--- src/rtl/tlb_pkg.sv ---
`timescale 1ns/1ps
package tlb_pkg;
  localparam int unsigned VA_W      = 32;
  localparam int unsigned OFF_W     = 12;
  localparam int unsigned VPN_W     = VA_W - OFF_W;
  localparam int unsigned PPN_W     = 20;
  localparam int unsigned PA_W      = PPN_W + OFF_W;
  localparam int unsigned PTE_W     = 32;
  localparam int unsigned PTE_V_BIT = 31;
  localparam int unsigned PTE_W_BIT = 30;

  typedef enum logic [2:0] {
    ST_IDLE, ST_LOOKUP, ST_WALK_REQ, ST_WALK_WAIT, ST_FILL, ST_RESP
  } tlb_state_e;

  typedef enum logic [1:0] {
    RSP_OK         = 2'd0,
    RSP_PAGE_FAULT = 2'd1,
    RSP_PROT_FAULT = 2'd2
  } tlb_status_e;
endpackage

--- src/rtl/tlb_cam.sv ---
`timescale 1ns/1ps
module tlb_cam #(
  parameter int unsigned ENTRIES = 8,
  parameter int unsigned VPN_W   = 20,
  parameter int unsigned PPN_W   = 20
) (
  input  logic                       clk_i,
  input  logic                       rst_ni,
  input  logic                       flush_i,
  input  logic                       fill_i,
  input  logic [$clog2(ENTRIES)-1:0] fill_idx_i,
  input  logic [VPN_W-1:0]           fill_vpn_i,
  input  logic [PPN_W-1:0]           fill_ppn_i,
  input  logic                       fill_wr_i,
  input  logic [VPN_W-1:0]           lookup_vpn_i,
  output logic [ENTRIES-1:0]         hit_vec_o,
  output logic                       hit_o,
  output logic [$clog2(ENTRIES)-1:0] hit_idx_o,
  output logic [PPN_W-1:0]           hit_ppn_o,
  output logic                       hit_wr_o,
  output logic [ENTRIES-1:0]         valid_o
);
  localparam int unsigned IDX_W = $clog2(ENTRIES);

  logic [PPN_W-1:0]   ppn_arr [ENTRIES];
  logic [ENTRIES-1:0] wr_vec;

  for (genvar e = 0; e < ENTRIES; e++) begin : g_ent
    logic             v_q;
    logic [VPN_W-1:0] tag_q;
    logic [PPN_W-1:0] ppn_q;
    logic             wr_q;

    always_ff @(posedge clk_i or negedge rst_ni) begin
      if (!rst_ni) begin
        v_q   <= 1'b0;
        tag_q <= '0;
        ppn_q <= '0;
        wr_q  <= 1'b0;
      end else if (flush_i) begin
        v_q <= 1'b0;
      end else if (fill_i && fill_idx_i == IDX_W'(e)) begin
        v_q   <= 1'b1;
        tag_q <= fill_vpn_i;
        ppn_q <= fill_ppn_i;
        wr_q  <= fill_wr_i;
      end
    end

    assign hit_vec_o[e] = v_q && (tag_q == lookup_vpn_i);
    assign ppn_arr[e]   = ppn_q;
    assign wr_vec[e]    = wr_q;
    assign valid_o[e]   = v_q;
  end

  always_comb begin
    hit_idx_o = '0;
    hit_ppn_o = '0;
    hit_wr_o  = 1'b0;
    for (int i = 0; i < ENTRIES; i++) begin
      if (hit_vec_o[i]) begin
        hit_idx_o = IDX_W'(i);
        hit_ppn_o = hit_ppn_o | ppn_arr[i];
        hit_wr_o  = hit_wr_o | wr_vec[i];
      end
    end
  end

  assign hit_o = |hit_vec_o;
endmodule

--- src/rtl/tlb_clock.sv ---
`timescale 1ns/1ps
module tlb_clock #(
  parameter int unsigned ENTRIES = 8
) (
  input  logic                       clk_i,
  input  logic                       rst_ni,
  input  logic                       flush_i,
  input  logic                       touch_i,
  input  logic [$clog2(ENTRIES)-1:0] touch_idx_i,
  input  logic                       alloc_i,
  output logic [$clog2(ENTRIES)-1:0] victim_o
);
  localparam int unsigned IDX_W = $clog2(ENTRIES);

  logic [ENTRIES-1:0] use_q;
  logic [ENTRIES-1:0] sweep_clr;
  logic [IDX_W-1:0]   hand_q;
  logic               found;

  // Sweep from the hand; every set bit passed before the first clear one is cleared.
  always_comb begin
    found     = 1'b0;
    victim_o  = hand_q;
    sweep_clr = '0;
    for (int k = 0; k < ENTRIES; k++) begin
      logic [IDX_W-1:0] idx;
      idx = hand_q + IDX_W'(k);
      if (!found) begin
        if (!use_q[idx]) begin
          found    = 1'b1;
          victim_o = idx;
        end else begin
          sweep_clr[idx] = 1'b1;
        end
      end
    end
  end

  always_ff @(posedge clk_i or negedge rst_ni) begin
    if (!rst_ni) begin
      use_q  <= '0;
      hand_q <= '0;
    end else if (flush_i) begin
      use_q <= '0;
    end else if (alloc_i) begin
      use_q           <= use_q & ~sweep_clr;
      use_q[victim_o] <= 1'b0;
      hand_q          <= victim_o + IDX_W'(1);
    end else if (touch_i) begin
      use_q[touch_idx_i] <= 1'b1;
    end
  end
endmodule

--- src/rtl/tlb_ctrl.sv ---
`timescale 1ns/1ps
module tlb_ctrl
  import tlb_pkg::*;
(
  input  logic             clk_i,
  input  logic             rst_ni,
  input  logic             req_valid_i,
  output logic             req_ready_o,
  input  logic [VA_W-1:0]  req_vaddr_i,
  input  logic             req_write_i,
  output logic             rsp_valid_o,
  output logic [PA_W-1:0]  rsp_paddr_o,
  output logic [1:0]       rsp_status_o,
  output logic             rsp_walked_o,
  input  logic             base_we_i,
  input  logic [VA_W-1:0]  base_wdata_i,
  output logic             mem_req_o,
  output logic [VA_W-1:0]  mem_addr_o,
  input  logic             mem_ack_i,
  input  logic [PTE_W-1:0] mem_rdata_i,
  output logic [VPN_W-1:0] lookup_vpn_o,
  input  logic             hit_i,
  input  logic [PPN_W-1:0] hit_ppn_i,
  input  logic             hit_wr_i,
  output logic             touch_o,
  output logic             fill_o,
  output logic [PPN_W-1:0] fill_ppn_o,
  output logic             fill_wr_o
);
  tlb_state_e        state_q;
  logic [VA_W-1:0]   vaddr_q;
  logic              write_q;
  logic [VA_W-1:0]   base_q;
  logic [VA_W-1:0]   base_nxt;
  logic [VA_W-1:0]   pte_addr;
  logic [VA_W-1:0]   walk_addr_q;
  logic              pte_v_q;
  logic              pte_w_q;
  logic [PPN_W-1:0]  pte_ppn_q;
  logic              stale_q;
  logic              walked_q;
  logic              redo;
  tlb_status_e       status_q;
  logic [PA_W-1:0]   paddr_q;
  logic              unused_pte;

  assign unused_pte = ^mem_rdata_i[PTE_W_BIT-1:PPN_W];

  assign base_nxt     = base_we_i ? base_wdata_i : base_q;
  assign lookup_vpn_o = vaddr_q[VA_W-1:OFF_W];
  assign pte_addr     = base_nxt + VA_W'({lookup_vpn_o, 2'b00});
  assign redo         = stale_q || base_we_i;

  assign req_ready_o  = (state_q == ST_IDLE);
  assign rsp_valid_o  = (state_q == ST_RESP);
  assign rsp_paddr_o  = paddr_q;
  assign rsp_status_o = status_q;
  assign rsp_walked_o = walked_q;
  assign mem_req_o    = (state_q == ST_WALK_REQ) || (state_q == ST_WALK_WAIT);
  assign mem_addr_o   = walk_addr_q;

  assign touch_o    = (state_q == ST_LOOKUP) && hit_i;
  assign fill_o     = (state_q == ST_FILL) && !redo && pte_v_q;
  assign fill_ppn_o = pte_ppn_q;
  assign fill_wr_o  = pte_w_q;

  always_ff @(posedge clk_i or negedge rst_ni) begin
    if (!rst_ni) begin
      base_q <= '0;
    end else if (base_we_i) begin
      base_q <= base_wdata_i;
    end
  end

  always_ff @(posedge clk_i or negedge rst_ni) begin
    if (!rst_ni) begin
      state_q     <= ST_IDLE;
      vaddr_q     <= '0;
      write_q     <= 1'b0;
      walk_addr_q <= '0;
      pte_v_q     <= 1'b0;
      pte_w_q     <= 1'b0;
      pte_ppn_q   <= '0;
      stale_q     <= 1'b0;
      walked_q    <= 1'b0;
      status_q    <= RSP_OK;
      paddr_q     <= '0;
    end else begin
      case (state_q)
        ST_IDLE: begin
          if (req_valid_i) begin
            vaddr_q  <= req_vaddr_i;
            write_q  <= req_write_i;
            walked_q <= 1'b0;
            state_q  <= ST_LOOKUP;
          end
        end
        ST_LOOKUP: begin
          if (hit_i) begin
            if (write_q && !hit_wr_i) begin
              status_q <= RSP_PROT_FAULT;
              paddr_q  <= '0;
            end else begin
              status_q <= RSP_OK;
              paddr_q  <= {hit_ppn_i, vaddr_q[OFF_W-1:0]};
            end
            state_q <= ST_RESP;
          end else begin
            walk_addr_q <= pte_addr;
            stale_q     <= 1'b0;
            state_q     <= ST_WALK_REQ;
          end
        end
        ST_WALK_REQ, ST_WALK_WAIT: begin
          if (base_we_i) stale_q <= 1'b1;
          if (mem_ack_i) begin
            pte_v_q   <= mem_rdata_i[PTE_V_BIT];
            pte_w_q   <= mem_rdata_i[PTE_W_BIT];
            pte_ppn_q <= mem_rdata_i[PPN_W-1:0];
            state_q   <= ST_FILL;
          end else begin
            state_q <= ST_WALK_WAIT;
          end
        end
        ST_FILL: begin
          if (redo) begin
            // Entry was read under an old base: fetch again.
            walk_addr_q <= pte_addr;
            stale_q     <= 1'b0;
            state_q     <= ST_WALK_REQ;
          end else if (!pte_v_q) begin
            status_q <= RSP_PAGE_FAULT;
            paddr_q  <= '0;
            walked_q <= 1'b1;
            state_q  <= ST_RESP;
          end else begin
            walked_q <= 1'b1;
            state_q  <= ST_LOOKUP;
          end
        end
        ST_RESP: state_q <= ST_IDLE;
        default: state_q <= ST_IDLE;
      endcase
    end
  end
endmodule

--- src/rtl/tlb_walker.sv ---
`timescale 1ns/1ps
module tlb_walker
  import tlb_pkg::*;
#(
  parameter int unsigned ENTRIES = 8
) (
  input  logic             clk_i,
  input  logic             rst_ni,
  input  logic             req_valid_i,
  output logic             req_ready_o,
  input  logic [VA_W-1:0]  req_vaddr_i,
  input  logic             req_write_i,
  output logic             rsp_valid_o,
  output logic [PA_W-1:0]  rsp_paddr_o,
  output logic [1:0]       rsp_status_o,
  output logic             rsp_walked_o,
  input  logic             base_we_i,
  input  logic [VA_W-1:0]  base_wdata_i,
  output logic             mem_req_o,
  output logic [VA_W-1:0]  mem_addr_o,
  input  logic             mem_ack_i,
  input  logic [PTE_W-1:0] mem_rdata_i
);
  localparam int unsigned IDX_W = $clog2(ENTRIES);

  logic [VPN_W-1:0]   lookup_vpn;
  logic               hit;
  logic [ENTRIES-1:0] hit_vec;
  logic [ENTRIES-1:0] ent_valid;
  logic [IDX_W-1:0]   hit_idx;
  logic [IDX_W-1:0]   victim;
  logic [PPN_W-1:0]   hit_ppn;
  logic               hit_wr;
  logic               touch;
  logic               fill;
  logic [PPN_W-1:0]   fill_ppn;
  logic               fill_wr;

  tlb_ctrl u_ctrl (
    .clk_i        (clk_i),
    .rst_ni       (rst_ni),
    .req_valid_i  (req_valid_i),
    .req_ready_o  (req_ready_o),
    .req_vaddr_i  (req_vaddr_i),
    .req_write_i  (req_write_i),
    .rsp_valid_o  (rsp_valid_o),
    .rsp_paddr_o  (rsp_paddr_o),
    .rsp_status_o (rsp_status_o),
    .rsp_walked_o (rsp_walked_o),
    .base_we_i    (base_we_i),
    .base_wdata_i (base_wdata_i),
    .mem_req_o    (mem_req_o),
    .mem_addr_o   (mem_addr_o),
    .mem_ack_i    (mem_ack_i),
    .mem_rdata_i  (mem_rdata_i),
    .lookup_vpn_o (lookup_vpn),
    .hit_i        (hit),
    .hit_ppn_i    (hit_ppn),
    .hit_wr_i     (hit_wr),
    .touch_o      (touch),
    .fill_o       (fill),
    .fill_ppn_o   (fill_ppn),
    .fill_wr_o    (fill_wr)
  );

  tlb_cam #(
    .ENTRIES (ENTRIES),
    .VPN_W   (VPN_W),
    .PPN_W   (PPN_W)
  ) u_cam (
    .clk_i        (clk_i),
    .rst_ni       (rst_ni),
    .flush_i      (base_we_i),
    .fill_i       (fill),
    .fill_idx_i   (victim),
    .fill_vpn_i   (lookup_vpn),
    .fill_ppn_i   (fill_ppn),
    .fill_wr_i    (fill_wr),
    .lookup_vpn_i (lookup_vpn),
    .hit_vec_o    (hit_vec),
    .hit_o        (hit),
    .hit_idx_o    (hit_idx),
    .hit_ppn_o    (hit_ppn),
    .hit_wr_o     (hit_wr),
    .valid_o      (ent_valid)
  );

  tlb_clock #(
    .ENTRIES (ENTRIES)
  ) u_clock (
    .clk_i       (clk_i),
    .rst_ni      (rst_ni),
    .flush_i     (base_we_i),
    .touch_i     (touch),
    .touch_idx_i (hit_idx),
    .alloc_i     (fill),
    .victim_o    (victim)
  );
endmodule

--- config.mk ---
export PLATFORM = sky130hd
export DESIGN_NAME = tlb_walker
export DESIGN_NICKNAME = d
export VERILOG_FILES = /design/src/rtl/tlb_pkg.sv /design/src/rtl/tlb_cam.sv /design/src/rtl/tlb_clock.sv /design/src/rtl/tlb_ctrl.sv /design/src/rtl/tlb_walker.sv
export SDC_FILE = /design/constraint.sdc
export NUM_CORES = 1
export LEC_CHECK = 0
export BUFFER_PORTS_ARGS = -buffer_cell sky130_fd_sc_hd__buf_4
export CORE_MARGIN = 2
export CORE_UTILIZATION = 47
export CTS_CLUSTER_DIAMETER = 40
export CTS_CLUSTER_SIZE = 20
export DETAILED_ROUTE_END_ITERATION = 8
export PLACE_DENSITY = 0.66
export SLEW_MARGIN = 25
export SYNTH_ARGS = -nofsm -noshare
export SYNTH_HDL_FRONTEND = slang
export SYNTH_SLANG_ARGS = --single-unit
--- constraint.sdc ---
create_clock -name clk_i -period 6.18 [get_ports clk_i]
set_input_delay 0.309 -clock clk_i [delete_from_list [all_inputs] [get_ports clk_i]]
set_output_delay 0.309 -clock clk_i [all_outputs]
set_load 0.01 [all_outputs]
**Word-level counts from Yosys, hierarchy flattened**

Index checks and enable logic that the tools add are counted.

- Mux-type cells: 147
- $lt $le $gt $ge: 20
- Reductions and logical operators: 65
- Add/sub/neg operators: 9
- Bitwise gates (word level): 27
- Eq/ne operators: 27

Operators by type and width:

| kind | count |
|---|---|
| $mux 32 | 7 |
| $eq 20x20->1 | 8 |
| $mux 20 | 8 |
| $mux 8 | 18 |
| $or 20x20->20 | 7 |
| $pmux 32 s2 | 2 |
| $mux 3 | 23 |
| $or 8x8->8 | 8 |
| $mux 1 | 61 |
| $lt 3x4->1 const B | 10 |
| $add 32x22->32 | 1 |
| $demux 1 s3 | 10 |
| $ge 3x1->1 const B | 10 |
| $logic_and 1x1->1 | 30 |
| $bmux 1 s3 | 8 |
| $reduce_and 2->1 | 11 |
| $reduce_bool 2->1 | 10 |
| $eq 3x3->1 const B | 6 |
| $and 8x8->8 | 2 |
| $not 8->8 | 2 |
| $add 3x3->3 const B | 4 |
| $eq 3x2->1 const B | 4 |
| $mux 2 | 6 |
| $pmux 3 s4 | 1 |
| other kinds (18) | 38 |

- Logic and storage cells: 341
- Register bits after elaboration: 505
- Output and inout bits: 70

**Depth between registers and ports, before layout**

- Depth in word-level cells: 31
- Depth in mapped cells: 21
- Mapped depth without buffers: 15

**Hierarchy**

From an unflattened synthesis, not the netlist that was laid out.

- Cells, all modules: 2098
- Area total of the unflattened synthesis: 25435.6 um2

By module, submodules not included:

| module | times used | cells an instance | area an instance (um2) |
|---|---|---|---|
| tlb_cam | 1 | 1102 | 15451.1 |
| tlb_ctrl | 1 | 689 | 7493.4 |
| tlb_clock | 1 | 307 | 2491.1 |

**Worst setup path before layout**

OpenSTA, ideal clock, no wires.

- Kind: register to register
- Start point: register u_clock.hand_q[0]
- End point: register u_cam.g_ent[3].ppn_q[0]
- Arrival: 4.555 ns
- Required time: 6.055 ns
- Path buffers: 6
- Path slack: 1.501 ns
- Clock period less this slack: 4.679 ns
- Cell stages (with the launch flop): 21
- Cell sequence: dfrtp_1 > buf_2 > inv_1 > clkbuf_1 > ha_1 > buf_2 > mux4_2 > mux2_2 > buf_2 > nand4b_1 > a211oi_2 > a221oi_1 > o31a_1 > a221o_1 > buf_6 > inv_1 > ha_1 > ha_1 > nand2_1 > buf_1 > mux2_2

- Longest elaborated chain between the ends: 20

Ends and longest elaborated chain:

| element | line | text |
|---|---|---|
| from (decl) | tlb_clock.sv:17 | `logic [IDX_W-1:0] hand_q;` |
| from (signal assigned) | tlb_clock.sv:48 | `hand_q <= victim_o + IDX_W'(1);` |
| $add 3x1->3 | tlb_clock.sv:27 | `idx = hand_q + IDX_W'(k);` |
| $bmux 1 s3 | tlb_clock.sv:29 | `if (!use_q[idx]) begin` |
| $mux 1 (implied by the code) | tlb_clock.sv:29 |  |
| $mux 3 | tlb_clock.sv:29 |  |
| $mux 3 | tlb_clock.sv:28 | `if (!found) begin` |
| $mux 3 | tlb_clock.sv:29 |  |
| $mux 3 | tlb_clock.sv:28 |  |
| $mux 3 | tlb_clock.sv:29 |  |
| [4 not listed] | -- |  |
| $mux 3 | tlb_clock.sv:28 |  |
| $mux 3 | tlb_clock.sv:29 |  |
| $mux 3 | tlb_clock.sv:28 |  |
| $mux 3 | tlb_clock.sv:29 |  |
| $mux 3 * | tlb_clock.sv:28 |  |
| $eq 3x2->1 * | tlb_cam.sv:42 | `end else if (fill_i && fill_idx_i == IDX_W'(e)) begin` |
| $logic_and 1x1->1 * | tlb_cam.sv:42 |  |
| $reduce_and 2->1 (no source line) * | -- |  |
| to (signal assigned) | tlb_cam.sv:45 | `ppn_q <= fill_ppn_i;` |
| to (decl) | tlb_cam.sv:31 | `logic [PPN_W-1:0] ppn_q;` |

Mark *: on every way between the ends. The rest lies on a longest branch, timed or not. The select of a mux whose other input is x is not followed.
A chain may end at the register's enable or synchronous reset.

**Worst setup path in the final report**

- Start point: register u_clock.hand_q[1]
- End point: register u_cam.g_ent[3].tag_q[18]

- Longest elaborated chain between the ends: 20

Ends and longest elaborated chain:

| element | line | text |
|---|---|---|
| $add 3x1->3 | tlb_clock.sv:27 |  |
| $bmux 1 s3 | tlb_clock.sv:29 |  |
| $mux 1 (implied by the code) | tlb_clock.sv:29 |  |
| $mux 3 | tlb_clock.sv:29 |  |
| $mux 3 | tlb_clock.sv:28 |  |
| $mux 3 | tlb_clock.sv:29 |  |
| $mux 3 | tlb_clock.sv:28 |  |
| $mux 3 | tlb_clock.sv:29 |  |
| [4 not listed] | -- |  |
| $mux 3 | tlb_clock.sv:28 |  |
| $mux 3 | tlb_clock.sv:29 |  |
| $mux 3 | tlb_clock.sv:28 |  |
| $mux 3 | tlb_clock.sv:29 |  |
| $mux 3 * | tlb_clock.sv:28 |  |
| $eq 3x2->1 * | tlb_cam.sv:42 |  |
| $logic_and 1x1->1 * | tlb_cam.sv:42 |  |
| $reduce_and 2->1 (no source line) * | -- |  |
| to (signal assigned) | tlb_cam.sv:44 | `tag_q <= fill_vpn_i;` |
| to (decl) | tlb_cam.sv:30 | `logic [VPN_W-1:0] tag_q;` |

Marked as above.

==> impl_metrics.tcl <==
set metrics [dict create \
    skew_ns 0.02641 \
    clock-sinks 505 \
    synth_area_per_cell_um2 12.58 \
    dpl.hpwl_um 39790 \
    synth_edf_count 0 \
    power.leakage_nw 14.38 \
    drtPass1Iterations 5 \
    ys_async_sr_fraction 1.000 \
    p_sw_frac 0.3502 \
    cts.path.max_buffers 3 \
    post_cts_resized 0 \
    first_iter_violations 1132 \
    drv_cap 0 \
    grt_pass1_vias 17850 \
    drv_slew 0 \
    start_util 0.4767 \
    synth_largest_area_cell "dfrtp_1" \
    dieArea_um2 55380 \
    worstMarginPinSlew_ns 1.056 \
    hold_viol_final 0 \
    peakVddDrop_uv 236.6 \
    arrival_ns 5.61 \
    yosysSeqAreaShare 0.5025 \
    gp_congestion 0.8703 \
    cts_tree "done" \
    num_io_pins 172 \
    synth_cells 2000 \
    final_min_period_over_clock_period 0.8292 \
    fmax_mhz 195.1 \
    die_h_um 235.3 \
    insertion_delay_ns 0.62 \
    status "complete, no violations" \
    overflow 0 \
    dr_total_vias 17180 \
    yosysWarnings 0 \
    crit_path_end_kind "flop" \
    synth_ff_type "dfrtp_1" \
    crit_type "reg2reg" \
    drt-total-wl_um 63900 \
    wl_per_cell_um 21.44 \
    drive_gt1_frac 0.3137 \
    r2r_setup_slack_ns 1.06 \
    p_int_mw 8.734 \
    drc 0 \
    syn_nets 2135 \
    nets 2366 \
    relSlewSlack 0.2961 \
    yosysTopAreaCellShare 0.5025 \
    crit_fanout 21 \
    pwr-share-seq 0.364 \
    synth.area.top_cells "dfrtp_1 50%, mux2_2 11%, mux2_4 4.7%, mux2_1 4.4%, xnor2_1 3.8%" \
    ys_seq_elements 505 \
    switchingPower_mw 4.708 \
    die_w_um 235.3 \
    setup_viol 0 \
    utilization 0.5814 \
    rsz0062_at_grt "false" \
    numCtsBuffers 75 \
    grt_pass1_wl_um 101800 \
    synth.distinct_cells 82 \
    clkTransAtPathRegs_ns 0.06 \
    period_minus_slack_ns 5.125 \
    fillCellCount 4213 \
    grt.total_usage 0.2324 \
    finalSetupTns_ns 0 \
    areaGrowthSynthToFinish_pct 21.97 \
    worst_setup_path_start_kind "flop" \
    h-tree-depth 3 \
    cts_root_buffer "clkbuf_16" \
    grt_max_degree 149 \
    required_ns 6.66 \
    portBuffers 161 \
    p_clk_frac 0.339 \
    ant_nets 0 \
    antenna_found_initial 0 \
    viasPerCell 5.762 \
    rows 84 \
    syn_area_um2 25150 \
    hold_class "in2reg" \
    power_mw 13.44 \
    core_area_um2 52760 \
    pwr-share-comb 0.296 \
    whs_ns 0.06856 \
    p_per_area_nw_per_um2 438.2 \
]
-- cell families (layout without fill, tap and decap cells) --
logic type                 Yosys count  in the layout  synth area share
adders and majority gates           33             33           0.01672
buffers and inverters              179            471           0.03657
other                                0              1                 0
DFF                                505            505            0.5025
xor gates and xnor gates           181            181           0.06378
and+or+nand+nor                    324            324           0.06472
AOI/OAI and AO/OA                  321            321           0.09422
muxes                              457            457            0.2215
-- state kept, by name (all words and copies together), names as in the netlist, 2 cells and up --
register and cells:
u_cam.g_ent.tag_q 160, u_ctrl.mem_addr_o 32, u_ctrl.rsp_status_o 2, u_clock.use_q 8, u_ctrl.state_q 3, u_cam.g_ent.ppn_q 160, u_ctrl.fill_ppn_o 20, u_cam.g_ent.wr_q 8
u_ctrl.base_q 32, u_clock.hand_q 3, u_ctrl.rsp_paddr_o 32, u_ctrl.vaddr_q 32, u_cam.g_ent.v_q 8
-- cell usage after synthesis, drive strengths merged (8+ instances only) --
library cell	n
dfrtp	505
mux2	421
xnor2	110
nand2	88
buf	83
clkbuf	72
xor2	71
a22o	53
nor2	53
nand3	49
a22oi	47
o21ai	47
a21oi	33
nor4	33
ha	32
nand4	26
a221oi	24
mux2i	24
inv	22
nor3	19
a31oi	14
a21o	13
and2	12
and3	12
mux4	12
a211oi	11
nor2b	9
o22ai	8
-- per-stage QoR --
stage	cells	setup slack, ns	area, um2
floorplan	2000	1.501	25150
global placement	2752	1.304	27020
detailed placement	2752	1.205	27020
CTS	2979	1.172	30640
global route	2980	0.9041	30670
finish	2981	1.055	30680
-- timing repair --
action                    4_1_cts  5_1_grt
hold buffers                   89        0
setup buffers                   0        0
hold endpoints to repair      207        0
-- worst paths after layout --
| kind | depth (start not counted) | to | startpoint |
|---|---|---|---|
| max in group asynchronous | 4 | u_ctrl.base_q[0]$_DFF_PN0_ | rst_ni |
| worst min-delay path | 4 | u_ctrl.state_q[0]$_DFFE_PN0P_ | req_valid_i |
| worst max register to register | 15 | u_cam.g_ent[3].tag_q[18]$_DFFE_PN0P_ | u_clock.hand_q[1]$_DFFE_PN0P_ |
| worst max-delay path | 15 | u_cam.g_ent[3].tag_q[18]$_DFFE_PN0P_ | u_clock.hand_q[1]$_DFFE_PN0P_ |
| min in group asynchronous | 2 | u_ctrl.fill_ppn_o[17]$_DFFE_PN0P_ | rst_ni |
| worst min register to register | 1 | u_cam.g_ent[2].v_q$_DFFE_PN0P_ | u_cam.g_ent[2].v_q$_DFFE_PN0P_ |
-- power groups by stage --
stage / Clock [mW] / Combinational (mW) / Sequential, mW
CTS: 4.64 / 3.98 / 4.89
global placement: 0 / 3.82 / 4.89
finish: 4.56 / 3.98 / 4.90
global route: 4.79 / 4.36 / 5.00
floorplan: 0 / 3.02 / 4.47
detailed placement: 0 / 3.90 / 4.94
-- per-layer routing --
metal,GRT usage,vias up,part of all wire
met1,0.3188,8843,0.46
met2,0.3771,436,0.47
met5,0,-,0
li1,-,7787,-
met3,0.03776,110,0.045
met4,0.07875,0,0.026
-- worst max-delay path, stage by stage, from the launching register on --
cell and delay (ns):
dfrtp_1 0.36, buf_4 0.25, ha_1 0.74, xor2_4 0.45, mux4_2 0.50, nand4_1 0.15, a211oi_2 0.59, a221oi_1 0.17
o31a_1 0.14, a221o_1 0.36, inv_1 0.16, ha_1 0.20, ha_1 0.22, nand2_2 0.10, buf_4 0.27, mux2_2 0.31
-- cell usage in the layout (no fill, tap or decap), types with 26 or more instances in the layout --
master         synthesis  final
nor4_1                32     30
a22oi_1               47     47
clkbuf_16              0     76
a22o_1                53     53
xnor2_1              110    110
dfrtp_1              505    505
mux2_2               244    244
dlygate4sd3_1          0     89
nand4_1               26     26
a21oi_1               33     33
buf_4                  5    207
mux2_4                79     79
xor2_1                70     70
nand2_1               88     86
ha_1                  32     32
o21ai_0               46     46
nand3_1               47     47
mux2_1                98     98
nor2_1                51     49
-- area by class of cell --
class	instances	area, um2	share of cell area
Multi-Input combinational cell	1316	11650	0.3798
Inverter	24	92.59	0.003018
Tap cell	688	860.8	0.02806
Timing Repair Buffer	309	2699	0.08798
Antenna cell	1	2.502	0.00008158
Clock inverter	57	772.0	0.02517
Sequential cell	505	12640	0.4120
Clock buffer	81	1961	0.06391
(Power assumes the default switching activity.)
